===== src/rtl/irq_agg_pkg.sv =====
package irq_agg_pkg;

    // Register word offsets decoded by the bus interface
    localparam int unsigned OFF_ENABLE = 0;
    localparam int unsigned OFF_STATUS = 1;

    // When held requests move into status
    typedef enum logic {
        PROMO_GROUP   = 1'b0,  // whole set, once status drains to zero
        PROMO_PER_BIT = 1'b1   // one bit, when its status bit is cleared
    } promo_mode_e;

endpackage


===== src/rtl/irq_agg_regif.sv =====
module irq_agg_regif
    import irq_agg_pkg::*;
#(
    parameter int unsigned N_SRC  = 32,
    parameter int unsigned ADDR_W = 4,
    parameter int unsigned DATA_W = 32
) (
    input  logic              bus_we_i,
    input  logic [ADDR_W-1:0] bus_addr_i,
    input  logic [DATA_W-1:0] bus_wdata_i,
    output logic [DATA_W-1:0] bus_rdata_o,
    input  logic [N_SRC-1:0]  en_q_i,
    input  logic [N_SRC-1:0]  stat_q_i,
    output logic              en_wr_o,
    output logic [N_SRC-1:0]  en_wdata_o,
    output logic              stat_wr_o,
    output logic [N_SRC-1:0]  stat_clr_o
);

    localparam logic [ADDR_W-1:0] ADDR_EN = ADDR_W'(OFF_ENABLE);
    localparam logic [ADDR_W-1:0] ADDR_ST = ADDR_W'(OFF_STATUS);

    logic hit_en;
    logic hit_st;

    assign hit_en = (bus_addr_i == ADDR_EN);
    assign hit_st = (bus_addr_i == ADDR_ST);

    always_comb begin
        en_wr_o    = bus_we_i && hit_en;
        stat_wr_o  = bus_we_i && hit_st;
        en_wdata_o = bus_wdata_i[N_SRC-1:0];
        stat_clr_o = stat_wr_o ? bus_wdata_i[N_SRC-1:0] : '0;
    end

    always_comb begin
        bus_rdata_o = '0;
        if (hit_en) begin
            bus_rdata_o[N_SRC-1:0] = en_q_i;
        end else if (hit_st) begin
            bus_rdata_o[N_SRC-1:0] = stat_q_i;
        end
    end

endmodule


===== src/rtl/irq_agg_edge.sv =====
module irq_agg_edge #(
    parameter int unsigned N_SRC = 32
) (
    input  logic             clk_i,
    input  logic             rst_ni,
    input  logic [N_SRC-1:0] src_i,
    output logic [N_SRC-1:0] rise_o,
    output logic             changed_o
);

    logic [N_SRC-1:0] lvl_d;
    logic [N_SRC-1:0] lvl_q;

    always_comb begin
        lvl_d     = src_i;
        rise_o    = src_i & ~lvl_q;
        changed_o = |(src_i ^ lvl_q);
    end

    always_ff @(posedge clk_i or negedge rst_ni) begin
        if (!rst_ni) begin
            lvl_q <= '0;
        end else begin
            lvl_q <= lvl_d;
        end
    end

endmodule


===== src/rtl/irq_agg_core.sv =====
module irq_agg_core
    import irq_agg_pkg::*;
#(
    parameter int unsigned N_SRC = 32,
    parameter promo_mode_e MODE  = PROMO_GROUP
) (
    input  logic             clk_i,
    input  logic             rst_ni,
    input  logic [N_SRC-1:0] src_i,
    input  logic [N_SRC-1:0] rise_i,
    input  logic             changed_i,
    input  logic             en_wr_i,
    input  logic [N_SRC-1:0] en_wdata_i,
    input  logic             stat_wr_i,
    input  logic [N_SRC-1:0] stat_clr_i,
    output logic [N_SRC-1:0] en_q_o,
    output logic [N_SRC-1:0] stat_q_o,
    output logic [N_SRC-1:0] pend_q_o
);

    typedef struct packed {
        logic [N_SRC-1:0] en;
        logic [N_SRC-1:0] stat;
        logic [N_SRC-1:0] pend;
    } core_state_t;

    core_state_t st_d;
    core_state_t st_q;

    // Pending after the level-change filter, status after the W1C write
    logic [N_SRC-1:0] pend_f;
    logic [N_SRC-1:0] stat_c;
    logic [N_SRC-1:0] live;
    // Variant outputs
    logic [N_SRC-1:0] promo;
    logic [N_SRC-1:0] pend_keep;
    logic [N_SRC-1:0] admit;

    always_comb begin
        pend_f = changed_i ? (st_q.pend & src_i & st_q.en) : st_q.pend;
        stat_c = st_q.stat & ~stat_clr_i;
        live   = pend_f & src_i & st_q.en;
    end

    generate
        if (MODE == PROMO_GROUP) begin : g_group
            logic drained;
            logic busy;
            always_comb begin
                drained   = stat_wr_i && (stat_c == '0);
                promo     = drained ? live : '0;
                pend_keep = drained ? '0 : pend_f;
                busy      = |(stat_c | promo);
                admit     = busy ? '0 : st_q.en;
            end
        end else begin : g_per_bit
            logic any_sel;
            always_comb begin
                any_sel   = |stat_clr_i;
                promo     = stat_clr_i & live;
                pend_keep = any_sel ? (live & ~stat_clr_i) : pend_f;
                admit     = st_q.en & ~(stat_c | promo);
            end
        end
    endgenerate

    always_comb begin
        logic [N_SRC-1:0] to_stat;
        logic [N_SRC-1:0] to_pend;
        st_d    = st_q;
        to_stat = rise_i & admit;
        to_pend = rise_i & ~to_stat;
        st_d.stat = stat_c | promo | to_stat;
        st_d.pend = pend_keep | to_pend;
        if (en_wr_i) begin
            st_d.en = en_wdata_i;
        end
    end

    always_ff @(posedge clk_i or negedge rst_ni) begin
        if (!rst_ni) begin
            st_q <= '0;
        end else begin
            st_q <= st_d;
        end
    end

    assign en_q_o   = st_q.en;
    assign stat_q_o = st_q.stat;
    assign pend_q_o = st_q.pend;

endmodule


===== src/rtl/irq_agg_ctrl.sv =====
module irq_agg_ctrl
    import irq_agg_pkg::*;
#(
    parameter int unsigned N_SRC  = 32,
    parameter int unsigned ADDR_W = 4,
    parameter int unsigned DATA_W = 32,
    parameter promo_mode_e MODE   = PROMO_GROUP
) (
    input  logic              clk_i,
    input  logic              rst_ni,
    input  logic [N_SRC-1:0]  src_i,
    input  logic              bus_we_i,
    input  logic [ADDR_W-1:0] bus_addr_i,
    input  logic [DATA_W-1:0] bus_wdata_i,
    output logic [DATA_W-1:0] bus_rdata_o,
    output logic              irq_o
);

    logic [N_SRC-1:0] rise;
    logic             changed;
    logic             en_wr;
    logic [N_SRC-1:0] en_wdata;
    logic             stat_wr;
    logic [N_SRC-1:0] stat_clr;
    logic [N_SRC-1:0] en_q;
    logic [N_SRC-1:0] stat_q;
    logic [N_SRC-1:0] pend_q;

    irq_agg_edge #(.N_SRC(N_SRC)) u_edge (
        .clk_i     (clk_i),
        .rst_ni    (rst_ni),
        .src_i     (src_i),
        .rise_o    (rise),
        .changed_o (changed)
    );

    irq_agg_regif #(.N_SRC(N_SRC), .ADDR_W(ADDR_W), .DATA_W(DATA_W)) u_regif (
        .bus_we_i    (bus_we_i),
        .bus_addr_i  (bus_addr_i),
        .bus_wdata_i (bus_wdata_i),
        .bus_rdata_o (bus_rdata_o),
        .en_q_i      (en_q),
        .stat_q_i    (stat_q),
        .en_wr_o     (en_wr),
        .en_wdata_o  (en_wdata),
        .stat_wr_o   (stat_wr),
        .stat_clr_o  (stat_clr)
    );

    irq_agg_core #(.N_SRC(N_SRC), .MODE(MODE)) u_core (
        .clk_i      (clk_i),
        .rst_ni     (rst_ni),
        .src_i      (src_i),
        .rise_i     (rise),
        .changed_i  (changed),
        .en_wr_i    (en_wr),
        .en_wdata_i (en_wdata),
        .stat_wr_i  (stat_wr),
        .stat_clr_i (stat_clr),
        .en_q_o     (en_q),
        .stat_q_o   (stat_q),
        .pend_q_o   (pend_q)
    );

    assign irq_o = |stat_q;

endmodule


===== config.mk =====
export PLATFORM = sky130hd
export DESIGN_NAME = irq_agg_ctrl
export DESIGN_NICKNAME = d
export VERILOG_FILES = /design/src/rtl/irq_agg_pkg.sv /design/src/rtl/irq_agg_regif.sv /design/src/rtl/irq_agg_edge.sv /design/src/rtl/irq_agg_core.sv /design/src/rtl/irq_agg_ctrl.sv
export SDC_FILE = /design/constraint.sdc
export NUM_CORES = 1
export LEC_CHECK = 0
export ABC_AREA = 1
export CAP_MARGIN = 20
export CORE_MARGIN = 2
export CORE_UTILIZATION = 59
export DETAILED_ROUTE_END_ITERATION = 7
export GPL_TIMING_DRIVEN = 1
export PLACE_DENSITY_LB_ADDON = 0.2
export SETUP_SLACK_MARGIN = 0.4
export SYNTH_ARGS = -nofsm -noshare
export SYNTH_HDL_FRONTEND = slang
export SYNTH_SLANG_ARGS = --single-unit

===== constraint.sdc =====
create_clock -name clk_i -period 4.23 [get_ports clk_i]
set_input_delay 1.269 -clock clk_i [delete_from_list [all_inputs] [get_ports clk_i]]
set_output_delay 1.269 -clock clk_i [all_outputs]
set_load 0.01 [all_outputs]

# Yosys cells after proc, flatten, opt, wreduce, memory -nomap -nowiden
# Index checks and enable logic that the tools add are counted.
# W data, S select, Z words.
dict set report op_classes {
  eq_ne 1
  mux 7
  bitwise_logic 15
  n_reduce_logical 8
}
# op n
set op_table {}
lappend op_table {{$and A32 B32 Y32} 8}
lappend op_table {{$mux W32} 7}
lappend op_table {{$not A32 Y32} 3}
lappend op_table {{$or A32 B32 Y32} 3}
lappend op_table {{$reduce_or A32 Y1} 3}
lappend op_table {{$logic_not A32 Y1} 1}
lappend op_table {{$xor A32 B32 Y32} 1}
lappend op_table {{$eq A4 B1 Y1 const B} 1}
lappend op_table {{$logic_not A4 Y1} 1}
lappend op_table {{$logic_and A1 B1 Y1} 3}
dict set report totals {
  register_bits 128
  in_bits 71
  output_inout_bits 33
  word_cells 35
}

# Longest topological paths before layout
dict set report logic_depth {
  depth_word 15
  mapped_depth 21
  mapped_depth_nobuf 18
}

# Cells and area by module
# From an unflattened synthesis, not the netlist that was laid out.
dict set report unflattened {
  hier_cells 1079
  hier_area_um2 7842.5
}
# module instances cells_per_inst area_each_um2 seq_area_each_um2
set modules_own_cells {}
lappend modules_own_cells {irq_agg_core 1 692 5163.7 2402.3}
lappend modules_own_cells {irq_agg_edge 1 127 1437.6 800.8}
lappend modules_own_cells {irq_agg_regif 1 215 1062.3 0.0}
lappend modules_own_cells {irq_agg_ctrl 1 45 178.9 0.0}

# Least setup slack after synthesis
# OpenSTA, ideal clock, no wires.
dict set report synth_path {
  path_kind {input port to output port}
  start {input bus_addr_i[1]}
  end {output bus_rdata_o[10]}
  arrival_time_ns 2.374
  required_ns 2.961
  path_slack_ns 0.587
  cell_stages 3
  n_path_buf 1
  cell_sequence {nor4_1 -> clkbuf_1 -> a32o_1}
}
dict set report synth_via {
  elab_chain_len 3
  elab_cells_between_ends 4
  classes_between {1 x eq/ne; 2 x mux; 1 x reduce/logical}
}
# item line_no
set synth_lines {}
lappend synth_lines {{start, declared} irq_agg_ctrl.sv:13} ;# input logic [ADDR_W-1:0] bus_addr_i,
lappend synth_lines {{$eq A4 B1 Y1} irq_agg_regif.sv:27} ;# assign hit_st = (bus_addr_i == ADDR_ST);
lappend synth_lines {{$mux W32} irq_agg_regif.sv:40} ;# end else if (hit_st) begin
lappend synth_lines {{$mux W32 *} irq_agg_regif.sv:38} ;# if (hit_en) begin
lappend synth_lines {{end, declared} irq_agg_ctrl.sv:15} ;# output logic [DATA_W-1:0] bus_rdata_o,
# Every way passes the cells marked *; elsewhere a longest branch is shown, timed or not.

# Final worst setup path
dict set report layout_path {
  start {input bus_addr_i[3]}
  end {output bus_rdata_o[2]}
}
# Same word-level chain as after synthesis.

==> results by group <==
Outcome
  • Run status: finished clean

Worst setup path
  • CP Launch Type: primary input
  • Reg2Reg Setup Slack: 1.76 ns
  • CP Data Arrival Time: 2.62 ns
  • R2R cell count: 18
  • R2R Path End: u_core.pend_q_o[27]
  • Critical path type: in2out
  • Crit. End Element: primary output
  • WP data required: 2.96 ns
  • Reg2reg start: u_core.stat_q_o[14]
  • Crit Path Max Fanout: 8

GRT
  • Vias in the first global route: 7255
  • Tot GR Track Use: 36.04%
  • Remaining Overflow, GRT: 0
  • Largest net degree at the start of global routing: 67
  • Initial antenna violation count: 0
  • First-pass GRT wire length: 35760 um

Pwr
  • Pwr per Cell Area: 592.0 mW/mm^2
  • Total power: 5.624 mW
  • P_leak: 4.901 nW
  • IR Drop Worst-Case VDD: 0.4709 mV

Cells and area
  • N_diodes: 0
  • Final-layout fill cell count: 783
  • Layout cells sized above 1: 16.84%
  • Nets: 1177
  • Post-route cell area: 0.009500 mm^2
  • Synth-to-layout area growth: 32.56%

Placement
  • HPWL after DPL: 15380 um
  • Gpl congestion: 0.9201
  • Port Buf Inserts: 103
  • Area of placed instances: 0.008807 mm^2

Timing
  • Final setup viols: 0
  • Rel. slew slack: 65.38%
  • Least-Margin Pin Slew: 0.5146 ns
  • Unrepaired setup endpoints after global routing: true
  • Max-slew violation count: 0
  • Fmax: 0.2570 GHz
  • Final worst path period share: 91.99%
  • Final hold violation count: 0
  • Hold slack final: 0.5677 ns
  • Tmin final: 3.891 ns
  • Setup Skew: 0.008977 ns

Floorplan
  • Die Height: 114.2 um
  • Core Rows: 40
  • Die width: 114.2 um
  • Starting density of the core: 60.17%
  • Die area: 0.01305 mm^2
  • Ports: 104
  • Core area: 0.01191 mm^2

Logic synthesis
  • Adder-Cell Fraction of Synth Area: 5.587%
  • Share of the synthesized area in the top cell type: 44.69%
  • Mean post-synth cell area: 7.954 um^2
  • Post-Synth XOR/XNOR Area: 0%
  • Synth area leaders: dfrtp_1, nand2_1, inv_1
  • Mux cell area share after synthesis: 2.828%
  • Cell variety after synth: 26
  • Syn nets: 1004
  • Seq/Total Area, Yosys: 44.69%
  • Simple-Gate Fraction of Synth Area: 28.09%
  • Synth warnings: 0
  • Ys flop type: dfrtp_1
  • Main combinational cell family by area after synthesis: simple AND/OR/NAND/NOR gates
  • Top cells by count, synth: nand2_1, dfrtp_1, inv_1
  • FF+latch count, synth: 128
  • Async S/R FF share, synth: 100.0%
  • Most common cell in the netlist: nand2_1
  • Synthesized instance count: 901
  • Number of synthesized flops with an enable pin: 0
  • Complex-gate fraction of the synthesized area: 9.288%
  • Mapped Area: 0.007167 mm^2
  • Post-synth top area cell: dfrtp_1

Min path
  • Hold path start: u_core.en_q_o[8]
  • WHS Endpoint: u_core.en_q_o[8]
  • Hold depth: 2
  • Hold crit path type: reg2reg

CTS
  • Clock Path Buffers: 2
  • Hold_buf cts: 0
  • H-tree depth: 4
  • Clk slew on worst S/H paths: 0.06 ns
  • Worst-Skew Late Latency: 0.43 ns
  • Clk root buf: clkbuf_16
  • CTS tree: built
  • Clock sinks: 128
  • TritonCTS buffer count: 17

Routing
  • Avg WL per Cell: 18.44 um
  • Initial DRT Pass Iterations: 6
  • Via/cell ratio: 5.972
  • Post-DRT Antenna Nets: 0
  • Initial drt markers: 903
  • Via Count: 7369
  • Drt total wl: 22760 um
  • # DRC: 0

Flow run
  • Max Cap Viol: 0
how the worst max path moves through the flow:
stage | start | end | slack, ns | depth (start not counted)
final | bus_addr_i[3] | bus_rdata_o[2] | 0.34 | 7
after global routing | bus_addr_i[1] | bus_rdata_o[2] | 0.31 | 7
after CTS | bus_addr_i[1] | bus_rdata_o[4] | 0.27 | 5
after detailed placement | bus_addr_i[1] | bus_rdata_o[10] | -0.20 | 5
after global placement | bus_addr_i[1] | bus_rdata_o[25] | -0.11 | 6
after floorplan | bus_addr_i[1] | bus_rdata_o[10] | 0.59 | 3
cell families (layout without fill, tap and decap cells):
logic type | after synthesis | after routing
buffers and inverters | 164 | 350
AOI/OAI and AO/OA | 98 | 98
muxes | 18 | 18
DFF | 128 | 128
and+or+nand+nor | 461 | 461
adders and majority gates | 32 | 32
registers in the layout, summed over array words and instances (netlist names):
name	count
u_edge.lvl_q	32
u_core.stat_q_o	32
u_core.pend_q_o	32
u_core.en_q_o	32
per-layer routing:
layer | share of wire (%) | routed length, um | vias to the layer above | global-route usage (%)
met5 | 0 | 0 | - | 0
met4 | 4.8 | 1094 | 0 | 21.54
met3 | 9.8 | 2234 | 99 | 8.364
met2 | 47 | 10590 | 460 | 57.66
met1 | 39 | 8837 | 3483 | 44.77
li1 | - | - | 3327 | -
repair_timing:
item,CTS,global route
endpoints found under the setup margin,60,82
buffers inserted,4,3
resized for setup,81,29
pin swaps,3,3
gates cloned,2,0
cells in the final DEF (no fill, tap or decap), types with 2 or more instances in the layout:
master	instances
nand2_1	283
dfrtp_1	128
inv_1	121
buf_4	77
clkdlybuf4s50_1	66
nand4_1	61
nor2_1	59
nand3_1	35
a21oi_1	32
ha_1	32
a32o_1	29
mux2_2	18
o21ai_0	17
clkbuf_16	17
dlygate4sd2_1	15
o21ai_1	11
buf_2	10
nor4_1	8
buf_6	7
clkbuf_2	7
nor2_4	6
o21ai_2	6
inv_2	5
clkbuf_8	5
clkinvlp_4	4
buf_12	4
o21bai_2	3
clkinv_2	3
nand3_2	2
nor3_1	2
nor4_4	2
bufinv_16	2
clkdlybuf4s15_1	2
critical path: stages:
cell and delay (ns):
clkdlybuf4s15_2 0.24, nor4_4 0.26, buf_6 0.14, buf_4 0.13, buf_6 0.16, a32o_1 0.15, dlygate4sd2_1 0.27
metrics by stage:
stage	instances	setup TNS, ns	util (%)	setup WS [ns]
after floorplan	901	0	-	0.5867
final	1234	0	79.76	0.3389
after CTS	1231	0	79.60	0.2675
after detailed placement	1193	-5.529	73.94	-0.2005
after global placement	1193	-2.833	73.94	-0.1126
after global routing	1234	0	79.76	0.3141
final cells by class:
class | instances | area, um^2 | share of cell area [%]
well taps | 147 | 183.9 | 1.936
clock inverters | 9 | 105.1 | 1.106
repair buffers | 192 | 1700 | 17.90
flip-flops and latches | 128 | 3203 | 33.72
multi-input cells | 609 | 3337 | 35.12
inverters | 126 | 473.0 | 4.978
clock buffers | 23 | 498.0 | 5.242
power by group:
part,switching (mW),internal [mW]
Sequential,0.263,1.48
Clock,0.540,0.941
Combinational,1.46,0.942
Note: power is estimated with default switching activity, not from simulation.
